===== config.mk =====
export PLATFORM = sky130hd
export DESIGN_NAME = protSupervisor
export DESIGN_NICKNAME = d
export VERILOG_FILES = /design/src/rtl/protSupPkg.sv /design/src/rtl/protTick.sv /design/src/rtl/protTimers.sv /design/src/rtl/protLatches.sv /design/src/rtl/protSupervisor.sv
export SDC_FILE = /design/constraint.sdc
export NUM_CORES = 1
export LEC_CHECK = 0
export ABC_AREA = 1
export BUFFER_PORTS_ARGS = -buffer_cell sky130_fd_sc_hd__buf_2
export CORE_ASPECT_RATIO = 0.9
export CORE_MARGIN = 5
export CORE_UTILIZATION = 41
export DETAILED_ROUTE_END_ITERATION = 7
export GPL_TIMING_DRIVEN = 0
export SLEW_MARGIN = 10
export SYNTH_ARGS = -nofsm -noshare
export SYNTH_HDL_FRONTEND = slang
export SYNTH_SLANG_ARGS = --single-unit
export TNS_END_PERCENT = 1

===== constraint.sdc =====
create_clock -name clk -period 2.4 [get_ports clk]
set_input_delay 0.48 -clock clk [delete_from_list [all_inputs] [get_ports clk]]
set_output_delay 0.48 -clock clk [all_outputs]
set_load 0.03 [all_outputs]

===== src/rtl/protSupPkg.sv =====
package protSupPkg;

  // Strobes passed from the timer control to the latch datapath
  typedef struct packed {
    logic uvExpired;      // undervoltage held for the full delay (level)
    logic clrStatus;      // status reset accepted
    logic releaseThermal; // status reset with shutdown flag already clear
  } supStrobe_t;

endpackage


===== src/rtl/protTick.sv =====
module protTick #(
  parameter int PRESCALE = 4
) (
  input  logic clk,
  input  logic rstN,
  output logic tick
);
  generate
    if (PRESCALE <= 1) begin : gNoDiv
      assign tick = 1'b1;
    end else begin : gDiv
      localparam int PS_W = $clog2(PRESCALE);
      localparam logic [PS_W-1:0] LAST = PS_W'(PRESCALE - 1);
      logic [PS_W-1:0] psCnt;
      always_ff @(posedge clk or negedge rstN) begin
        if (!rstN)             psCnt <= '0;
        else if (psCnt == LAST) psCnt <= '0;
        else                   psCnt <= psCnt + 1'b1;
      end
      assign tick = (psCnt == LAST);
    end
  endgenerate
endmodule


===== src/rtl/protTimers.sv =====
module protTimers
  import protSupPkg::*;
#(
  parameter int NUM_SW         = 12,
  parameter int UV_TICKS       = 5,
  parameter int SC_SHORT_TICKS = 3,
  parameter int SC_LONG_TICKS  = 8
) (
  input  logic              clk,
  input  logic              rstN,
  input  logic              tick,
  input  logic              uvFlag,
  input  logic [NUM_SW-1:0] ocAll,
  input  logic [NUM_SW-1:0] swOffNow,
  input  logic              delaySel,
  input  logic              statusReset,
  input  logic              tsdFlag,
  output logic [NUM_SW-1:0] scExpire,
  output supStrobe_t        strobes
);
  localparam int MAX_T  = (UV_TICKS > SC_LONG_TICKS) ?
                          ((UV_TICKS > SC_SHORT_TICKS) ? UV_TICKS : SC_SHORT_TICKS) :
                          ((SC_LONG_TICKS > SC_SHORT_TICKS) ? SC_LONG_TICKS : SC_SHORT_TICKS);
  localparam int CNT_W  = $clog2(MAX_T + 1);
  localparam logic [CNT_W-1:0] UV_LIM    = CNT_W'(UV_TICKS);
  localparam logic [CNT_W-1:0] SHORT_LIM = CNT_W'(SC_SHORT_TICKS);
  localparam logic [CNT_W-1:0] LONG_LIM  = CNT_W'(SC_LONG_TICKS);

  // Undervoltage timer
  logic [CNT_W-1:0] uvCnt;
  always_ff @(posedge clk or negedge rstN) begin
    if (!rstN)                      uvCnt <= '0;
    else if (!uvFlag)               uvCnt <= '0;
    else if (tick && uvCnt < UV_LIM) uvCnt <= uvCnt + 1'b1;
  end

  // Short-circuit delay limit from the select bit
  logic [CNT_W-1:0] scLimit;
  assign scLimit = delaySel ? LONG_LIM : SHORT_LIM;

  // One timer per switch
  genvar i;
  generate
    for (i = 0; i < NUM_SW; i++) begin : gSw
      logic [CNT_W-1:0] scCnt;
      always_ff @(posedge clk or negedge rstN) begin
        if (!rstN)                          scCnt <= '0;
        else if (!ocAll[i] || swOffNow[i])  scCnt <= '0;
        else if (tick && scCnt < scLimit)   scCnt <= scCnt + 1'b1;
      end
      assign scExpire[i] = ocAll[i] && !swOffNow[i] && (scCnt >= scLimit);
    end
  endgenerate

  always_comb begin
    strobes.uvExpired      = uvFlag && (uvCnt == UV_LIM);
    strobes.clrStatus      = statusReset;
    strobes.releaseThermal = statusReset && !tsdFlag;
  end
endmodule


===== src/rtl/protLatches.sv =====
module protLatches
  import protSupPkg::*;
#(
  parameter int NUM_SW = 12
) (
  input  logic              clk,
  input  logic              rstN,
  input  supStrobe_t        strobes,
  input  logic [NUM_SW-1:0] scExpire,
  input  logic              tpFlag,
  input  logic              tsdFlag,
  output logic [NUM_SW-1:0] swOffNow,
  output logic              psfOut,
  output logic              scdOut,
  output logic              tpOut,
  output logic              tsdOut,
  output logic              killOut
);
  logic psfReg, scdReg, tpReg, tsdReg;
  logic [NUM_SW-1:0] swOffReg;

  always_ff @(posedge clk or negedge rstN) begin
    if (!rstN) begin
      psfReg   <= 1'b0;
      scdReg   <= 1'b0;
      tpReg    <= 1'b0;
      tsdReg   <= 1'b0;
      swOffReg <= '0;
    end else begin
      tpReg <= tpFlag;
      // sticky supply fail: a persisting fault wins over a clear
      if (strobes.uvExpired)      psfReg <= 1'b1;
      else if (strobes.clrStatus) psfReg <= 1'b0;
      if (|scExpire)              scdReg <= 1'b1;
      else if (strobes.clrStatus) scdReg <= 1'b0;
      if (strobes.clrStatus)      swOffReg <= scExpire;
      else                        swOffReg <= swOffReg | scExpire;
      if (tsdFlag)                     tsdReg <= 1'b1;
      else if (strobes.releaseThermal) tsdReg <= 1'b0;
    end
  end

  assign swOffNow = swOffReg;
  assign psfOut   = psfReg | tsdReg;
  assign scdOut   = scdReg | tsdReg;
  assign tpOut    = tpReg  | tsdReg;
  assign tsdOut   = tsdReg;
  assign killOut  = tsdReg | strobes.uvExpired;
endmodule


===== src/rtl/protSupervisor.sv =====
module protSupervisor
  import protSupPkg::*;
#(
  parameter int NUM_BRIDGES    = 6,
  parameter int PRESCALE       = 1000,
  parameter int UV_TICKS       = 10,
  parameter int SC_SHORT_TICKS = 2,
  parameter int SC_LONG_TICKS  = 12
) (
  input  logic                   clk,
  input  logic                   rstN,
  input  logic                   uvFlag,
  input  logic [NUM_BRIDGES-1:0] ocHigh,
  input  logic [NUM_BRIDGES-1:0] ocLow,
  input  logic                   tpFlag,
  input  logic                   tsdFlag,
  input  logic                   delaySel,
  input  logic                   statusReset,
  output logic                   supplyFail,
  output logic                   shortSeen,
  output logic                   tempWarn,
  output logic                   overTemp,
  output logic [NUM_BRIDGES-1:0] hsOff,
  output logic [NUM_BRIDGES-1:0] lsOff,
  output logic                   killAll
);
  localparam int NUM_SW = 2 * NUM_BRIDGES;

  logic              tick;
  logic [NUM_SW-1:0] scExpire;
  logic [NUM_SW-1:0] swOffNow;
  supStrobe_t        strobes;

  protTick #(.PRESCALE(PRESCALE)) uTick (
    .clk(clk), .rstN(rstN), .tick(tick)
  );

  protTimers #(
    .NUM_SW(NUM_SW), .UV_TICKS(UV_TICKS),
    .SC_SHORT_TICKS(SC_SHORT_TICKS), .SC_LONG_TICKS(SC_LONG_TICKS)
  ) uTimers (
    .clk(clk), .rstN(rstN), .tick(tick), .uvFlag(uvFlag),
    .ocAll({ocLow, ocHigh}), .swOffNow(swOffNow), .delaySel(delaySel),
    .statusReset(statusReset), .tsdFlag(tsdFlag),
    .scExpire(scExpire), .strobes(strobes)
  );

  protLatches #(.NUM_SW(NUM_SW)) uLatches (
    .clk(clk), .rstN(rstN), .strobes(strobes), .scExpire(scExpire),
    .tpFlag(tpFlag), .tsdFlag(tsdFlag), .swOffNow(swOffNow),
    .psfOut(supplyFail), .scdOut(shortSeen), .tpOut(tempWarn),
    .tsdOut(overTemp), .killOut(killAll)
  );

  assign hsOff = swOffNow[NUM_BRIDGES-1:0];
  assign lsOff = swOffNow[NUM_SW-1:NUM_BRIDGES];
endmodule


==> impl_metrics.toml <==
[run_status]
status = "finished clean"

[floorplan]
start_util_pct = 42.4
die-area_um2 = 14300
rows = 37
die_w_um = 125
die_h_um = 114
core-area_um2 = 11600
pin_count = 36

[drt]
post_drt_wl_per_cell_um = 12.0
drt_iter0_markers = 169
ant_nets = 0
num_vias = 3985
drcViolationCount = 0
vias_per_cell = 4.81
postRouteWirelength_um = 9920
dr.pass1.iters = 4

[sta]
report.final.hold_viol_count = 0
tightest_slew_ns = 0.622
setup_viol_count_final = 0
drv_slew = 0
rsz0062_at_grt = "no"
final.min_clock_period_ns = 2.14
fin_ws_ns = 0.259
relSlewSlack_pct = 58.4
fmax_mhz = 467
fin_crit_sh_pct = 89.2
clock_skew_ns = 0.00410

[critical_path]
required_ns = 2.63
worstPathMaxFanout = 18
critPathLaunchType = "input port"
end_kind = "register"
crit_path_start = "delaySel"
worst_ep_arrival_time_ns = 2.37
crit_type = "input port to register"
timing.rr.start = "uTick.gDiv.psCnt[0]$_DFF_PN0_"

[yosys]
synth_ff_type = "dfrtp_1"
syn_nets = 691
synth_common_cells = "nand2_1, inv_1, dfrtp_1, ha_1, nand3_1"
yosys.area.top_type = "dfrtp_1"
synth_area_um2 = 4900
yosys.cell_types.count = 28
yosysTopAreaCellShare_pct = 39.8
synth_edf_count = 0
avgSynthCellArea_um2 = 7.90
synth_most_common_cell = "nand2_1"
ys_seq_elements = 78
synthCells = 621
synthArstFlopShare_pct = 100
synth_area_leaders = "dfrtp_1, ha_1, nand2_1"
yosysWarnings = 0
yosysSeqAreaShare_pct = 39.8

[placement]
gp_congestion = 0.824
hpwl_um = 7420
io_buffers = 35
dp_worst_setup_slack_ns = -0.579

[finish]
final-seq-area_um2 = 1950
fin_nets = 739
final_util_pct = 48.2
multi_input_area_um2 = 2560
syn_to_final_growth_pct = 13.9
n_antenna_cell = 0
nFillCells = 1126
drive_gt1_share_pct = 11.3

[power_and_ir_drop]
power_frac_seq_pct = 46.0
switching_share_pct = 25.6
cellPowerDensity_nw_per_um2 = 526
combPwrFrac_pct = 11.4
power.switching_uw = 750
ir_worst_vdd_mv = 0.411
clkPwrFrac_pct = 42.5
power_leakage_nw = 3.12
finalPower_mw = 2.94
internal_power_mw = 2.19

[clock_tree]
clk_pin_slew_ns = 0.06
htree_levels = 3
clockRootBuffer = "clkbuf_16"
insertion_delay_ns = 0.34
cts.sinks = 78
ctsHoldBuffers = 0
cts_inserted_buffers = 9
tritoncts = "yes"
cts_buffer_depth = 2

[global_route]
grt_pass1_vias = 4093
grt_pass1_wl_um = 18100
grt_max_degree = 48
antenna_found_initial = 0
gr-total-overflow = 0
grt_usage_pct = 15.4

[min_path]
min_path_type = "input port to asynchronous set/reset pin"

[run]
max_cap_violations = 0
==> registers in the layout (all words and copies together), names as in the netlist <==
register	flops
uLatches.tpReg	1
uTimers.gSw.scCnt	48
uLatches.swOffNow	12
uTick.gDiv.psCnt	10
uLatches.tsdOut	1
uTimers.uvCnt	4
uLatches.psfReg	1
uLatches.scdReg	1
==> logic make-up (layout without fill, tap and decap cells) <==
logic type,Yosys count,after routing,synth area share [%]
flip-flops,78,78,39.8
AND/OR/NAND/NOR,306,306,28.1
adder cells (fa/ha/maj),51,51,13.0
XOR/XNOR,27,27,4.82
buffers and inverters,101,153,7.91
AO/OA/AOI/OAI,58,58,6.33
==> layer usage <==
layer  wire length, um  vias to the layer above  track usage [%]
met5                 0                        -                0
met2              4730                       52             26.3
li1                  -                     2072                -
met3               354                       19             4.59
met1              4650                     1842             18.7
met4               186                        0             4.99
==> worst paths after layout <==
| path | cells past startpoint | slack [ns] | to |
|---|---|---|---|
| max | 11 | 0.26 | uLatches.scdReg$_DFFE_PN0P_ |
| min reg2reg | 2 | 0.51 | uTick.gDiv.psCnt[9]$_DFF_PN0_ |
| min | 1 | 0.09 | uTimers.uvCnt[1]$_DFFE_PN0P_ |
| max reg2reg | 11 | 0.35 | uTimers.gSw[11].scCnt[2]$_DFFE_PN0P_ |
| max in group asynchronous | 2 | 1.73 | uLatches.swOffNow[3]$_DFF_PN0_ |
| min in group clk | 1 | 0.26 | uLatches.tpReg$_DFF_PN0_ |
==> worst max-delay path, cell delays in order <==
cell        delay, ns
buf_2            0.16
clkinvlp_4       0.40
ha_1             0.45
nand2_1          0.09
nor2_1           0.04
nor2_1           0.09
nand2_1          0.07
o21ai_0          0.25
nand2_1          0.16
nor2_1           0.12
nand2_1          0.05
==> timing repair <==
item                                    CTS  global route
gates resized for setup                   2             0
buffers inserted                          0             0
endpoints found under the setup margin   49             0
==> through the flow <==
stage          hold WS, ns  setup TNS (ns)  cell area [um^2]  instances
2_1_floorplan        0.184               0              4900        621
3_3_place_gp         0.505          -18.15              5270        812
3_5_place_dp         0.458          -23.64              5300        813
4_1_cts             0.0937               0              5580        829
5_1_grt              0.115               0              5580        829
6_report            0.0856               0              5580        829
==> cells in the final DEF (no fill, tap or decap), types with 2 or more instances in the layout <==
cell type and instances:
xor2_1 27, nand3b_1 5, nor2_2 3, nor2_1 48, nand2_1 161, nand2_4 6, buf_2 35, nand4_1 13
a21oi_1 16, clkinvlp_4 2, inv_1 92, o21ai_2 4, nand3_1 49, nor3_1 2, nand2_2 3, ha_1 51
o21ai_0 36, clkbuf_8 2, inv_2 4, and2_1 10, or2_2 2, clkbuf_1 5, dfrtp_1 78, clkbuf_16 9
==> power by group through the flow <==
stage	logic [mW]	clock network [mW]	registers (mW)
3_5_place_dp	0.338	0	1.37
2_1_floorplan	0.172	0	1.41
4_1_cts	0.343	1.29	1.35
6_report	0.336	1.25	1.35
3_3_place_gp	0.324	0	1.37
5_1_grt	0.386	1.35	1.35
==> area by class of cell <==
class	count	area share [%]
tap	156	3.50
sequential	78	35.0
timing repair inverter	1	0.134
clock inverter	1	0.0896
multi-input combinational	442	45.9
timing repair buffer	36	3.67
clock buffer	14	4.73
buffer	4	0.426
inverter	97	6.59
No activity file was read; power rests on OpenSTA's default activity.
